==> src/rtl/vdram_pkg.sv <==
package vdram_pkg;

  localparam int SMP_W  = 16;
  localparam int ROW_W  = 8;
  localparam int ADDR_W = 2 * ROW_W;

  // strobe slots inside the edge/level vectors
  localparam int STB_CAS = 0;
  localparam int STB_RAS = 1;
  localparam int STB_WE  = 2;
  localparam int STB_OE  = 3;
  localparam int STB_N   = 4;

  typedef enum logic [1:0] {
    EV_XFER    = 2'd0,
    EV_READ    = 2'd1,
    EV_WRITE   = 2'd2,
    EV_REFRESH = 2'd3
  } ev_kind_t;

  // gather the scattered multiplexed address pins into one byte
  function automatic logic [ROW_W-1:0] bus_addr(input logic [SMP_W-1:0] s);
    return {s[6], s[11:9], s[5:2]};
  endfunction

  // fixed row/column remap to the logical address space
  function automatic logic [ADDR_W-1:0] logical_addr(input logic [ADDR_W-1:0] a);
    return {a[7:2], a[15:8], a[1:0]};
  endfunction

endpackage

==> src/rtl/vdram_strobe_edges.sv <==
module vdram_strobe_edges
  import vdram_pkg::*;
#(
  parameter int CAS_BIT = 1,
  parameter int RAS_BIT = 12,
  parameter int WE_BIT  = 13,
  parameter int OE_BIT  = 14
) (
  input  logic             clk,
  input  logic             rst,
  input  logic             smp_valid,
  input  logic [SMP_W-1:0] smp_word,
  output logic [STB_N-1:0] falls,
  output logic [STB_N-1:0] levels
);

  localparam int BIT_POS [STB_N] = '{CAS_BIT, RAS_BIT, WE_BIT, OE_BIT};

  logic [STB_N-1:0] prev_lvl;
  logic             prev_ok;

  for (genvar g = 0; g < STB_N; g++) begin : g_stb
    assign levels[g] = smp_word[BIT_POS[g]];
    assign falls[g]  = smp_valid & prev_ok & prev_lvl[g] & ~levels[g];
  end

  always_ff @(posedge clk) begin
    if (rst) begin
      prev_ok  <= 1'b0;
      prev_lvl <= '1;
    end else if (smp_valid) begin
      prev_ok  <= 1'b1;
      prev_lvl <= levels;
    end
  end

  // first valid sample after reset compares against nothing
  p_first_sample_quiet_r1: assert property (@(posedge clk) disable iff (rst)
    $rose(prev_ok) |-> $past(falls) == '0);

endmodule

==> src/rtl/vdram_txn_fsm.sv <==
module vdram_txn_fsm
  import vdram_pkg::*;
(
  input  logic              clk,
  input  logic              rst,
  input  logic [STB_N-1:0]  falls,
  input  logic [STB_N-1:0]  levels,
  input  logic [ROW_W-1:0]  bus8,
  output logic              fire,
  output ev_kind_t          kind,
  output logic [ADDR_W-1:0] addr,
  output logic              col_latch,
  output logic [ADDR_W-1:0] col_addr
);

  typedef enum logic [1:0] {S_IDLE, S_ROW, S_WAIT, S_CASF} st_t;

  st_t              state, state_d;
  logic [ROW_W-1:0] row_q, row_d;
  logic             xfer_q, xfer_d;
  logic [ADDR_W-1:0] full_q, full_d;

  always_comb begin
    state_d   = state;
    row_d     = row_q;
    xfer_d    = xfer_q;
    full_d    = full_q;
    fire      = 1'b0;
    kind      = EV_XFER;
    addr      = '0;
    col_latch = 1'b0;
    col_addr  = {row_q, bus8};
    unique case (state)
      S_IDLE: begin
        if (falls[STB_RAS]) begin
          row_d   = bus8;
          xfer_d  = ~levels[STB_OE];
          state_d = S_ROW;
        end else if (falls[STB_CAS]) begin
          state_d = S_CASF;
        end
      end
      S_ROW: begin
        if (falls[STB_CAS]) begin
          col_latch = 1'b1;
          full_d    = {row_q, bus8};
          if (xfer_q) begin
            fire    = 1'b1;
            kind    = EV_XFER;
            addr    = {row_q, bus8};
            state_d = S_IDLE;
          end else begin
            state_d = S_WAIT;
          end
        end
      end
      S_WAIT: begin
        if (falls[STB_OE]) begin
          fire    = 1'b1;
          kind    = EV_READ;
          addr    = full_q;
          state_d = S_IDLE;
        end else if (falls[STB_WE]) begin
          fire    = 1'b1;
          kind    = EV_WRITE;
          addr    = full_q;
          state_d = S_IDLE;
        end
      end
      S_CASF: begin
        if (falls[STB_RAS]) begin
          fire    = 1'b1;
          kind    = EV_REFRESH;
          state_d = S_IDLE;
        end
      end
      default: state_d = S_IDLE;
    endcase
  end

  always_ff @(posedge clk) begin
    if (rst) begin
      state  <= S_IDLE;
      row_q  <= '0;
      xfer_q <= 1'b0;
      full_q <= '0;
    end else begin
      state  <= state_d;
      row_q  <= row_d;
      xfer_q <= xfer_d;
      full_q <= full_d;
    end
  end

  // a transfer cycle ends at its column latch
  p_xfer_returns_idle_r4: assert property (@(posedge clk) disable iff (rst)
    (state == S_ROW && xfer_q && falls[STB_CAS]) |=> state == S_IDLE);

  // a RAM cycle waits for the data strobe after the column latch
  p_ram_waits_r5: assert property (@(posedge clk) disable iff (rst)
    (state == S_ROW && !xfer_q && falls[STB_CAS]) |=> state == S_WAIT);

endmodule

==> src/rtl/vdram_event_out.sv <==
module vdram_event_out
  import vdram_pkg::*;
(
  input  logic              clk,
  input  logic              rst,
  input  logic              fire,
  input  ev_kind_t          kind,
  input  logic [ADDR_W-1:0] addr,
  input  logic              col_latch,
  input  logic [ADDR_W-1:0] col_addr,
  output logic              evt_valid,
  output logic [1:0]        evt_kind,
  output logic [ADDR_W-1:0] evt_addr,
  output logic [ADDR_W-1:0] evt_logical,
  output logic              evt_redundant
);

  logic [ADDR_W-1:0] last_q;
  logic              last_ok;
  logic              red_pend;

  always_ff @(posedge clk) begin
    if (rst) begin
      evt_valid     <= 1'b0;
      evt_kind      <= '0;
      evt_addr      <= '0;
      evt_logical   <= '0;
      evt_redundant <= 1'b0;
      last_q        <= '0;
      last_ok       <= 1'b0;
      red_pend      <= 1'b0;
    end else begin
      evt_valid     <= fire;
      evt_redundant <= fire && (kind == EV_READ) && red_pend;
      if (fire) begin
        evt_kind    <= kind;
        evt_addr    <= addr;
        evt_logical <= logical_addr(addr);
      end
      if (col_latch) begin
        red_pend <= last_ok && (col_addr == last_q);
        last_q   <= col_addr;
        last_ok  <= 1'b1;
      end
    end
  end

  p_single_pulse_r9: assert property (@(posedge clk) disable iff (rst)
    evt_valid |=> !evt_valid);

  p_refresh_addr_r6: assert property (@(posedge clk) disable iff (rst)
    (evt_valid && evt_kind == EV_REFRESH) |-> (evt_addr == '0 && evt_logical == '0));

  p_redundant_read_r8: assert property (@(posedge clk) disable iff (rst)
    evt_redundant |-> (evt_valid && evt_kind == EV_READ));

endmodule

==> src/rtl/vdram_txn_decoder.sv <==
module vdram_txn_decoder
  import vdram_pkg::*;
#(
  parameter int CAS_BIT = 1,
  parameter int RAS_BIT = 12,
  parameter int WE_BIT  = 13,
  parameter int OE_BIT  = 14
) (
  input  logic        clk,
  input  logic        rst,
  input  logic        smp_valid,
  input  logic [15:0] smp_word,
  output logic        evt_valid,
  output logic [1:0]  evt_kind,
  output logic [15:0] evt_addr,
  output logic [15:0] evt_logical,
  output logic        evt_redundant
);

  logic [STB_N-1:0]  falls, levels;
  logic              fire, col_latch;
  ev_kind_t          kind;
  logic [ADDR_W-1:0] addr, col_addr;

  vdram_strobe_edges #(
    .CAS_BIT(CAS_BIT), .RAS_BIT(RAS_BIT), .WE_BIT(WE_BIT), .OE_BIT(OE_BIT)
  ) u_edges (
    .clk(clk), .rst(rst), .smp_valid(smp_valid), .smp_word(smp_word),
    .falls(falls), .levels(levels)
  );

  vdram_txn_fsm u_fsm (
    .clk(clk), .rst(rst), .falls(falls), .levels(levels),
    .bus8(bus_addr(smp_word)), .fire(fire), .kind(kind), .addr(addr),
    .col_latch(col_latch), .col_addr(col_addr)
  );

  vdram_event_out u_out (
    .clk(clk), .rst(rst), .fire(fire), .kind(kind), .addr(addr),
    .col_latch(col_latch), .col_addr(col_addr),
    .evt_valid(evt_valid), .evt_kind(evt_kind), .evt_addr(evt_addr),
    .evt_logical(evt_logical), .evt_redundant(evt_redundant)
  );

  // samples without the qualifier never produce an event
  p_valid_gates_r1: assert property (@(posedge clk) disable iff (rst)
    !smp_valid |=> !evt_valid);

endmodule

==> config.mk <==
export PLATFORM = sky130hd
export DESIGN_NAME = vdram_txn_decoder
export DESIGN_NICKNAME = d
export VERILOG_FILES = /design/src/rtl/vdram_pkg.sv /design/src/rtl/vdram_strobe_edges.sv /design/src/rtl/vdram_txn_fsm.sv /design/src/rtl/vdram_event_out.sv /design/src/rtl/vdram_txn_decoder.sv
export SDC_FILE = /design/constraint.sdc
export NUM_CORES = 1
export LEC_CHECK = 0
export ABC_CLOCK_PERIOD_IN_PS = 3700
export BUFFER_PORTS_ARGS = -buffer_cell sky130_fd_sc_hd__buf_2
export CAP_MARGIN = 30
export CORE_ASPECT_RATIO = 1.2
export CORE_MARGIN = 1
export CORE_UTILIZATION = 62
export CTS_BUF_LIST = sky130_fd_sc_hd__clkbuf_4
export DETAILED_ROUTE_END_ITERATION = 12
export PLACE_DENSITY_LB_ADDON = 0.15
export SLEW_MARGIN = 10
export SYNTH_ARGS = -nofsm -noshare
export SYNTH_HDL_FRONTEND = slang
export SYNTH_SLANG_ARGS = --single-unit
==> constraint.sdc <==
create_clock -name clk -period 3.7 [get_ports clk]
set_input_delay 0.37 -clock clk [delete_from_list [all_inputs] [get_ports clk]]
set_output_delay 0.37 -clock clk [all_outputs]
set_load 0.05 [all_outputs]
======== Word level (Yosys, flattened, before mapping) ========
Index checks and enable logic that the tools add are counted.
cells by class
  equality and inequality tests ........... 9
  multiplexer cells ....................... 25
  bitwise gates (word level) .............. 13
  reduce and logical (&&, ||, !) cells .... 7
operators by type and width
  cell                  count
  $mux W16              4
  $pmux W16 S2          1
  $mux W2               10
  $eq A16 B16 Y1        1
  $and A1 B1 Y1         9
  $pmux W2 S4           1
  $mux W1               7
  $ne A3 B3 Y1 const B  2
  $eq A2 B1 Y1 const B  2
  $eq A2 B2 Y1 const B  2
  $ne A2 B2 Y1 const B  2
  $not A1 Y1            4
  $pmux W2 S2           1
  $reduce_and A2 Y1     2
  $reduce_and A4 Y1     1
  $logic_and A1 B1 Y1   3
  $pmux W1 S3           1
  $logic_not A2 Y1      1
word-level totals
  bits in registers ....................... 86
  logic and storage cells ................. 68

======== Depth between registers and ports, before layout ========
Gate-level depths: netlist of the first run.
  word-level depth ........................ 9
  depth in mapped cells ................... 8

======== By module ========
A second synthesis of the first run with hierarchy kept.
unflattened totals
  cells, all modules ...................... 373
  area total of the unflattened synthesis .. 3,368.2 µm²
modules (own cells, without submodules)
  module              instances  cells an instance  area an instance (µm²)
  vdram_event_out     1          160                1,631.6
  vdram_txn_fsm       1          188                1,456.4
  vdram_strobe_edges  1          25                 280.3

======== Worst setup path after synthesis of the first run ========
No wires, ideal clock.
  path kind ............................... register -> register
  from .................................... reg u_fsm.state[0]
  to ...................................... reg u_fsm.state[1]
  data arrival time ....................... 1,698 ps
  slack ................................... 1,879 ps
  cell stages (with the launch flop) ...... 7
  path buffers ............................ 1
  period minus slack after synthesis ...... 1,821 ps
  path through ............................ dfxtp_1 inv_1 ha_1 clkbuf_1 a21o_1 a222oi_1 mux2_1
on the way
  cells in the longest elaborated chain, start to end .. 3
  elaborated cells on any way between the ends .. 10
  those cells by class .................... eq/ne: 7; mux: 1; reduce/logical: 2
ends and longest elaborated chain
  item                                                           RTL line             text
  start: declaration                                             vdram_txn_fsm.sv:18  st_t state, state_d;
  start signal: assignment                                       vdram_txn_fsm.sv:88  state <= state_d;
  $eq A2 B2 Y1, or another cell as far along                     vdram_txn_fsm.sv:33  unique case (state)
  $ne A3 B3 Y1 (no source line) or $ne A2 B2 Y1 (tied branches)  -
  $reduce_and A4 Y1 (no source line)                             -
Several ways; a longest one is shown, not always the timed one.
A chain may end at the register's enable or synchronous reset.

======== Worst setup path in the final report of the first run ========
  from .................................... reg u_fsm.state[0]
  to ...................................... reg u_out.evt_logical[8]
on the way
  cells in the longest elaborated chain, start to end .. 2
  elaborated cells on any way between the ends .. 5
  those cells by class .................... eq/ne: 3; mux: 2
ends and longest elaborated chain
  item                                          RTL line               text
  $eq A2 B2 Y1 or $eq A2 B1 Y1 (tied branches)  vdram_txn_fsm.sv:33
  $pmux W1 S3 or $pmux W16 S2 (tied branches)   vdram_txn_fsm.sv:33
  end signal: assignment                        vdram_event_out.sv:38  evt_logical <= logical_addr(addr);
  end: declaration                              vdram_event_out.sv:14  output logic [ADDR_W-1:0] evt_logical,
Several ways; a longest one is shown, not always the timed one.

==> summary.txt, run 1 <==
Logic synthesis
  – Netlist cell types: 41
  – Syn Inst Count: 364
  – Ys Warns: 0
  – Yosys reg bits: 54
  – Register area share after synthesis: 0.371
  – Synthesized area: 2910 µm²
  – Mapped Nets: 387
  – Avg Synthesized Cell Area: 8.00 µm²

Timing
  – RSZ-0062 raised after global routing: false
  – F_max: 462 MHz
  – Crit share post-route: 0.585
  – Final Max Tran Viols: 0
  – Max_slew headroom: 0.356
  – Fin. Hold Viols: 0
  – Worst Tran Pin Value: 0.964 ns
  – Final Skew: 0.0136 ns
  – Total negative setup slack: 0 ns
  – Setup-failing EPs final: 0
  – Final min period: 2.16 ns

Final layout
  – Fin cells: 442
  – Area Overhead vs Synth: 6.44%
  – Fraction of layout cells with a size suffix above 1: 0.174
  – Final net count: 408
  – N_diodes: 0
  – Final instance area: 3100 µm²

Floorplan
  – Starting Density: 0.663
  – CORE AREA: 4390 µm²
  – Core Rows: 26
  – IO Pins: 55
  – Die area: 4980 µm²
  – Die X: 64.6 µm
  – DIE HEIGHT: 77.1 µm

Routing
  – DRC viols: 0
  – 1st-iter DRT viols: 145
  – WL final: 6200 µm
  – Via count: 2483
  – Avg WL per Cell: 14.0 µm
  – DRT Pass-1 Iters: 4
  – Via density: 5.62
  – Routed Antenna Nets: 0

Critical path
  – CP max FO: 16
  – CP endpoint kind: flop
  – R2R setup slack: 1.54 ns
  – Critical path type: flop to flop
  – R2r startpoint: u_fsm.state[0]
  – Crit path DAT: 2.48 ns
  – WP data required: 4.01 ns
  – FF-to-FF End: u_out.evt_logical[8]
  – Setup crit start kind: flop
  – Reg2Reg Depth: 5

Hold path
  – HP Class: primary input to flop
  – Hold_sp: smp_word[14]
  – Hold Path Stages: 2
  – Worst Hold Endpoint: u_fsm.xfer_q

Placed design
  – Dpl hpwl: 4120 µm
  – Placed cells: 433
  – PortBufs: 50
  – Placed Area: 3030 µm²
  – RD Place Congestion: 0.853

GRT
  – First-pass GRT wire length: 10300 µm
  – GRT overflow: 0
  – Initial antenna violation count: 0
  – Global Route Usage Sum: 0.266
  – Vias in the first global route: 2197
  – Largest net degree at the start of global routing: 60

Clocking
  – Post-CTS Hold Buffers: 0
  – Clock-pin slew on the worst setup and hold paths: 0.15 ns
  – H-tree depth: 2
  – Post-CTS sizing: 0
  – Cts bufs inserted: 5
  – Clk sink count: 54
  – Worst skew pair latency: 0.38 ns
  – Post-CTS setup buffers: 0
  – CTS max path bufs: 2
  – Root Driver: clkbuf_4
  – CTS tree: done

Run
  – MaxCap Viol Count: 0

Pwr
  – P_leak: 1.19 nW
  – Maximum vdd ir drop: 0.252 mV
  – PwrDens: 384 nW/µm²
  – Pwr Total: 0.00119 W

Outcome
  – Status: complete, no violations
sequential cells by signal (all words and copies together) (netlist names):
name and cells:
u_out.evt_redundant 1, u_fsm.full_q 15, u_fsm.row_q 8, u_fsm.xfer_q 1
u_fsm.state 2, u_edges.prev_ok 1, u_out.evt_addr 1, u_out.evt_kind 2
u_out.last_ok 1, u_edges.prev_lvl 4, u_out.red_pend 1, u_out.last_q 1
u_out.evt_valid 1, u_out.evt_logical 15
cell type report:
class                   instances  area [µm²]
clock buffers                   6        45.0
clock inverters                 2        8.76
fillers                       374        1290
inverters                      36         135
multi-input cells             233        1460
flip-flops and latches         54        1080
well taps                      56        70.1
repair buffers                 55         300
report_power, final:
group	leakage, nW	internal, W	total, W	switching, W
registers	0.437	0.000604	0.000625	0.0000209
logic	0.722	0.000110	0.000306	0.000197
clock network	0.0331	0.0000793	0.000260	0.000181
total	1.19	0.000793	0.00119	0.000399
synthesized netlist by cell type (all sizes together):
cell	n	area, µm²
ha	4	50.1
clkbuf	14	52.6
a31o	1	8.76
o31ai	1	7.51
a21oi	26	130
mux2	1	11.3
or2	1	6.26
nor3	16	80.1
or3	1	6.26
nor4b	1	8.76
o21ai	18	90.1
a21o	3	22.5
xnor2	3	26.3
nand2	45	169
a221oi	1	8.76
a211oi	16	120
nor2b	5	31.3
a311oi	1	8.76
nand4b	2	32.5
nor3b	1	7.51
a222oi	1	10.0
and2	1	6.26
a211o	5	43.8
and4b	2	20.0
nand3	11	60.1
nor2	9	33.8
buf	27	190
a31oi	1	6.26
mux2i	17	170
nand4	1	6.26
a22oi	1	7.51
nand2b	21	131
xor2	13	114
inv	36	135
dfxtp	54	1080
nor4	3	18.8
metrics by stage:
| stage | setup WS, ns | hold WS [ns] | utilization |
|---|---|---|---|
| final | 1.54 | 0.207 | 0.706 |
| after global placement | 1.48 | 0.437 | 0.689 |
| after global routing | 1.37 | 0.203 | 0.706 |
| after floorplan | 1.88 | 0.415 | - |
| after CTS | 1.54 | 0.199 | 0.701 |
| after detailed placement | 1.40 | 0.448 | 0.689 |
worst max-delay path: stages, from the launching register on:
cell and delay [ns]:
dfxtp_1 0.41, inv_1 0.09, ha_1 0.27, nor2b_1 0.76
o21ai_0 0.34, mux2i_1 0.23
logic make-up (layout without fill, tap and decap cells):
group	Yosys count	count (layout)	synth area share
adders and majority gates	4	4	0.0172
xor gates and xnor gates	16	16	0.0481
AOI/OAI and AO/OA	75	75	0.159
and+or+nand+nor	120	120	0.212
muxes	18	18	0.0623
DFF	54	54	0.371
buffers and inverters	77	99	0.130
worst max-delay path by stage:
| stage | from | slack, ns | to |
|---|---|---|---|
| finish | u_fsm.state[0] | 1.54 | u_out.evt_logical[8] |
| global route | u_fsm.state[0] | 1.37 | u_out.evt_logical[8] |
| CTS | u_fsm.state[0] | 1.54 | u_out.evt_logical[8] |
| detailed placement | rst | 1.40 | u_out.evt_logical[8] |
| global placement | rst | 1.48 | u_out.evt_logical[9] |
| floorplan | u_fsm.state[0] | 1.88 | u_fsm.state[1] |
placed cells by master, fill, tap and decap left out, types with 2 or more instances in the layout:
| cell type | Yosys | routed |
|---|---|---|
| buf_4 | 20 | 4 |
| o21ai_0 | 18 | 18 |
| mux2i_1 | 17 | 17 |
| xnor2_1 | 3 | 3 |
| a21oi_1 | 26 | 26 |
| nor2_1 | 9 | 9 |
| nand2_1 | 45 | 45 |
| a211oi_1 | 16 | 16 |
| xor2_1 | 13 | 13 |
| dfxtp_1 | 54 | 54 |
| nand3_1 | 10 | 10 |
| inv_1 | 36 | 36 |
| a211o_1 | 5 | 5 |
| nor2b_1 | 5 | 5 |
| buf_2 | 5 | 50 |
| ha_1 | 4 | 4 |
| clkbuf_4 | 0 | 6 |
| nor3_1 | 16 | 16 |
| nand2b_1 | 21 | 21 |
| nor4_1 | 3 | 3 |
| a21o_1 | 3 | 3 |
| and4b_1 | 2 | 2 |
layer usage:
metal,track usage,vias up,wire length (µm)
met4,0.0667,0,66
met2,0.431,111,2840
met1,0.359,1130,2820
met3,0.0551,7,477
met5,0,-,0
li1,-,1235,-
Power figures use the tool's default switching activity.
==> run 2, diff against run 1 <==
--- a/config.mk
+++ b/config.mk
@@ -5,12 +5,12 @@
 export SDC_FILE = /design/constraint.sdc
 export NUM_CORES = 1
 export LEC_CHECK = 0
-export ABC_CLOCK_PERIOD_IN_PS = 3700
+export ABC_CLOCK_PERIOD_IN_PS = 2050
 export BUFFER_PORTS_ARGS = -buffer_cell sky130_fd_sc_hd__buf_2
 export CAP_MARGIN = 30
 export CORE_ASPECT_RATIO = 1.2
 export CORE_MARGIN = 1
-export CORE_UTILIZATION = 62
+export CORE_UTILIZATION = 57
 export CTS_BUF_LIST = sky130_fd_sc_hd__clkbuf_4
 export DETAILED_ROUTE_END_ITERATION = 12
 export PLACE_DENSITY_LB_ADDON = 0.15
==> constraint.sdc (replaced) <==
create_clock -name clk -period 2.05 [get_ports clk]
set_input_delay 0.205 -clock clk [delete_from_list [all_inputs] [get_ports clk]]
set_output_delay 0.205 -clock clk [all_outputs]
set_load 0.05 [all_outputs]
==> run 2 against run 1 <==
Effect of this change:
- non-clock buffer count up 5
- clock skew down 0.0084 ns
- setup slack worse by 1.3 ns
- via count down 1.3%
- global-route usage down 2.5 points
- sequential power up 81%
- routed wire length down 3.0%
- clock power up 84%
- cell area up 1.0%
- critical path type unchanged
- critical endpoint is now u_fsm.state[1]
==> summary.txt, run 2 (synthesis gave the netlist of run 1 again) <==
Hold path
  – Hold_sp: smp_word[14]
  – HP Class: primary input to flop
  – Worst Hold Endpoint: u_fsm.xfer_q
  – Hold Path Stages: 2 (unchanged)

Routing
  – DRC viols: 0 (unchanged)
  – Via count: 2451 (-1.3%)
  – 1st-iter DRT viols: 115 (-21%)
  – Routed Antenna Nets: 0 (unchanged)
  – Avg WL per Cell: 13.4 µm (-4.7%)
  – Via density: 5.45 (-3.0%)
  – DRT Pass-1 Iters: 4 (unchanged)
  – WL final: 6020 µm (-3.0%)

Timing
  – Setup-failing EPs final: 0 (unchanged)
  – F_max: 548 MHz (+19%)
  – Max_slew headroom: 0.601 (+0.245)
  – Total negative setup slack: 0 ns (unchanged)
  – Final Skew: 0.00521 ns (-0.00842 ns)
  – Fin. Hold Viols: 0 (unchanged)
  – Hold WS: 0.0224 ns (-0.185 ns)
  – Worst Tran Pin Value: 0.597 ns (-0.367 ns)
  – Final min period: 1.82 ns (-0.341 ns)
  – RSZ-0062 raised after global routing: false
  – Crit share post-route: 0.889 (+0.305)
  – Final Max Tran Viols: 0 (unchanged)

GRT
  – Largest net degree at the start of global routing: 35 (-42%)
  – GRT overflow: 0 (unchanged)
  – Initial antenna violation count: 0 (unchanged)
  – First-pass GRT wire length: 10000 µm (-3.0%)
  – Vias in the first global route: 2082 (-5.2%)
  – Global Route Usage Sum: 0.242 (-0.0246)

Pwr
  – P_leak: 1.21 nW (+1.6%)
  – Comb power frac: 0.260 (+0.003)
  – PwrDens: 692 nW/µm² (+80%)
  – Clock group share of total power: 0.221 (+0.003)
  – Net Sw Power: 0.000713 W (+79%)
  – Internal: 0.00146 W (+84%)
  – Switching share of power: 0.329 (-0.00588)
  – Flop pwr share: 0.519 (-0.005)
  – Maximum vdd ir drop: 0.473 mV (+87%)

Clocking
  – Cts bufs inserted: 5 (unchanged)
  – Clk sink count: 54 (unchanged)
  – Clock-pin slew on the worst setup and hold paths: 0.14 ns (about the same)
  – H-tree depth: 2 (unchanged)
  – CTS tree: done
  – Post-CTS setup buffers: 0 (unchanged)
  – Worst skew pair latency: 0.38 ns (about the same)
  – Root Driver: clkbuf_4
  – CTS max path bufs: 2 (unchanged)
  – Post-CTS Hold Buffers: 0 (unchanged)

Floorplan
  – Die area: 5400 µm² (+8.5%)
  – DIE HEIGHT: 80.3 µm (+4.2%)
  – Core Rows: 28 (+7.7%)
  – CORE AREA: 4940 µm² (+12%)
  – Die X: 67.3 µm (+4.2%)
  – Starting Density: 0.590 (-0.0736)
  – IO Pins: 55 (unchanged)

Final layout
  – Most frequent cells in the layout: 54 x dfxtp_1, 50 x buf_2, 45 x nand2_1, 36 x inv_1, 26 x a21oi_1
  – Final net count: 413 (+1.2%)
  – Area Overhead vs Synth: 7.52%
  – Fill count: 474 (+27%)
  – Commonest non-fill, non-tap cell in the layout: dfxtp_1
  – Fraction of layout cells with a size suffix above 1: 0.187 (+0.0136)
  – N_diodes: 0 (unchanged)
  – Largest regs: u_fsm.full_q (15), u_out.evt_logical (15), u_fsm.row_q (8)

Critical path
  – Reg2Reg Depth: 5 (unchanged)
  – Crit path DAT: 2.11 ns (-0.37 ns)
  – FF-to-FF End: u_fsm.state[1]
  – CP max FO: 6 (-10)
  – R2R setup slack: 0.23 ns (-1.31 ns)
  – WP data required: 2.33 ns (-1.68 ns)
  – R2r startpoint: u_fsm.state[1]
  – CP endpoint kind: flop
  – Setup crit start kind: flop
  – Critical path type: flop to flop

Outcome
  – Status: complete, no violations

Placed design
  – RD Place Congestion: 0.846 (-0.81%)
  – Dpl hpwl: 4250 µm (+3.4%)
  – PortBufs: 50 (unchanged)

Run
  – MaxCap Viol Count: 0 (unchanged)
-- run 2: cell count changes in the layout (fill, tap and decap cells not counted), sizes merged --
cell,delta
clkinv,-2
clkbuf,+1
buf,+5
-- run 2: worst max path at each step --
stage               slack [ns]           start  cells past startpoint                    to
floorplan                 0.23  u_fsm.state[0]                      6        u_fsm.state[1]
finish                    0.23  u_fsm.state[1]                      5        u_fsm.state[1]
detailed placement        0.13  u_fsm.state[0]                      5  u_out.evt_logical[9]
CTS                       0.09  u_fsm.state[0]                      5  u_out.evt_logical[9]
global route              0.11  u_fsm.state[1]                      5        u_fsm.state[1]
global placement          0.16  u_fsm.state[0]                      5  u_out.evt_logical[9]
-- run 2: power by group through the flow --
stage	Clock, W	Sequential (W)	Combinational (W)
after floorplan	0	0.00114	0.000408
after global placement	0	0.00115	0.000544
after detailed placement	0	0.00115	0.000550
after CTS	0.000494	0.00113	0.000555
after global routing	0.000531	0.00113	0.000624
final	0.000478	0.00113	0.000564
-- run 2: layer usage --
| layer | global-route usage | vias up | wire [µm] |
|---|---|---|---|
| met5 | 0 | - | 0 |
| met2 | 0.359 | 81 | 2620 |
| met4 | 0.0830 | 0 | 86 |
| li1 | - | 1248 | - |
| met3 | 0.0384 | 6 | 330 |
| met1 | 0.347 | 1116 | 2990 |
-- run 2: area by class of cell --
class,instances,area (µm²),area share
Multi-Input combinational cell,233,1460,0.467
Inverter,36,135,0.0431
Sequential cell,54,1080,0.345
Timing Repair Buffer,60,325,0.104
Tap cell,60,75.1,0.0240
Clock buffer,7,52.6,0.0168
-- run 2: through the flow --
| stage | area [µm²] | cells | power [W] | util | worst slack, ns |
|---|---|---|---|---|---|
| after global placement | 3080 | 443 | 0.00169 | 0.623 | 0.158 |
| after floorplan | 2910 | 364 | 0.00155 | - | 0.229 |
| final | 3130 | 450 | 0.00217 | 0.634 | 0.227 |
| after global routing | 3130 | 450 | 0.00229 | 0.634 | 0.107 |
| after detailed placement | 3080 | 443 | 0.00170 | 0.623 | 0.129 |
| after CTS | 3130 | 450 | 0.00217 | 0.633 | 0.0873 |
-- run 2: worst max-delay path, stage by stage (launching register included) --
cell      delay (ns)
dfxtp_1         0.38
inv_1           0.08
ha_1            0.25
a21o_1          0.18
a222oi_1        0.48
mux2_1          0.36
-- run 2: timing repair --
action	CTS	global route
hold endpoints to repair	0	0
endpoints found under the setup margin	0	12
gates resized for setup	0	1
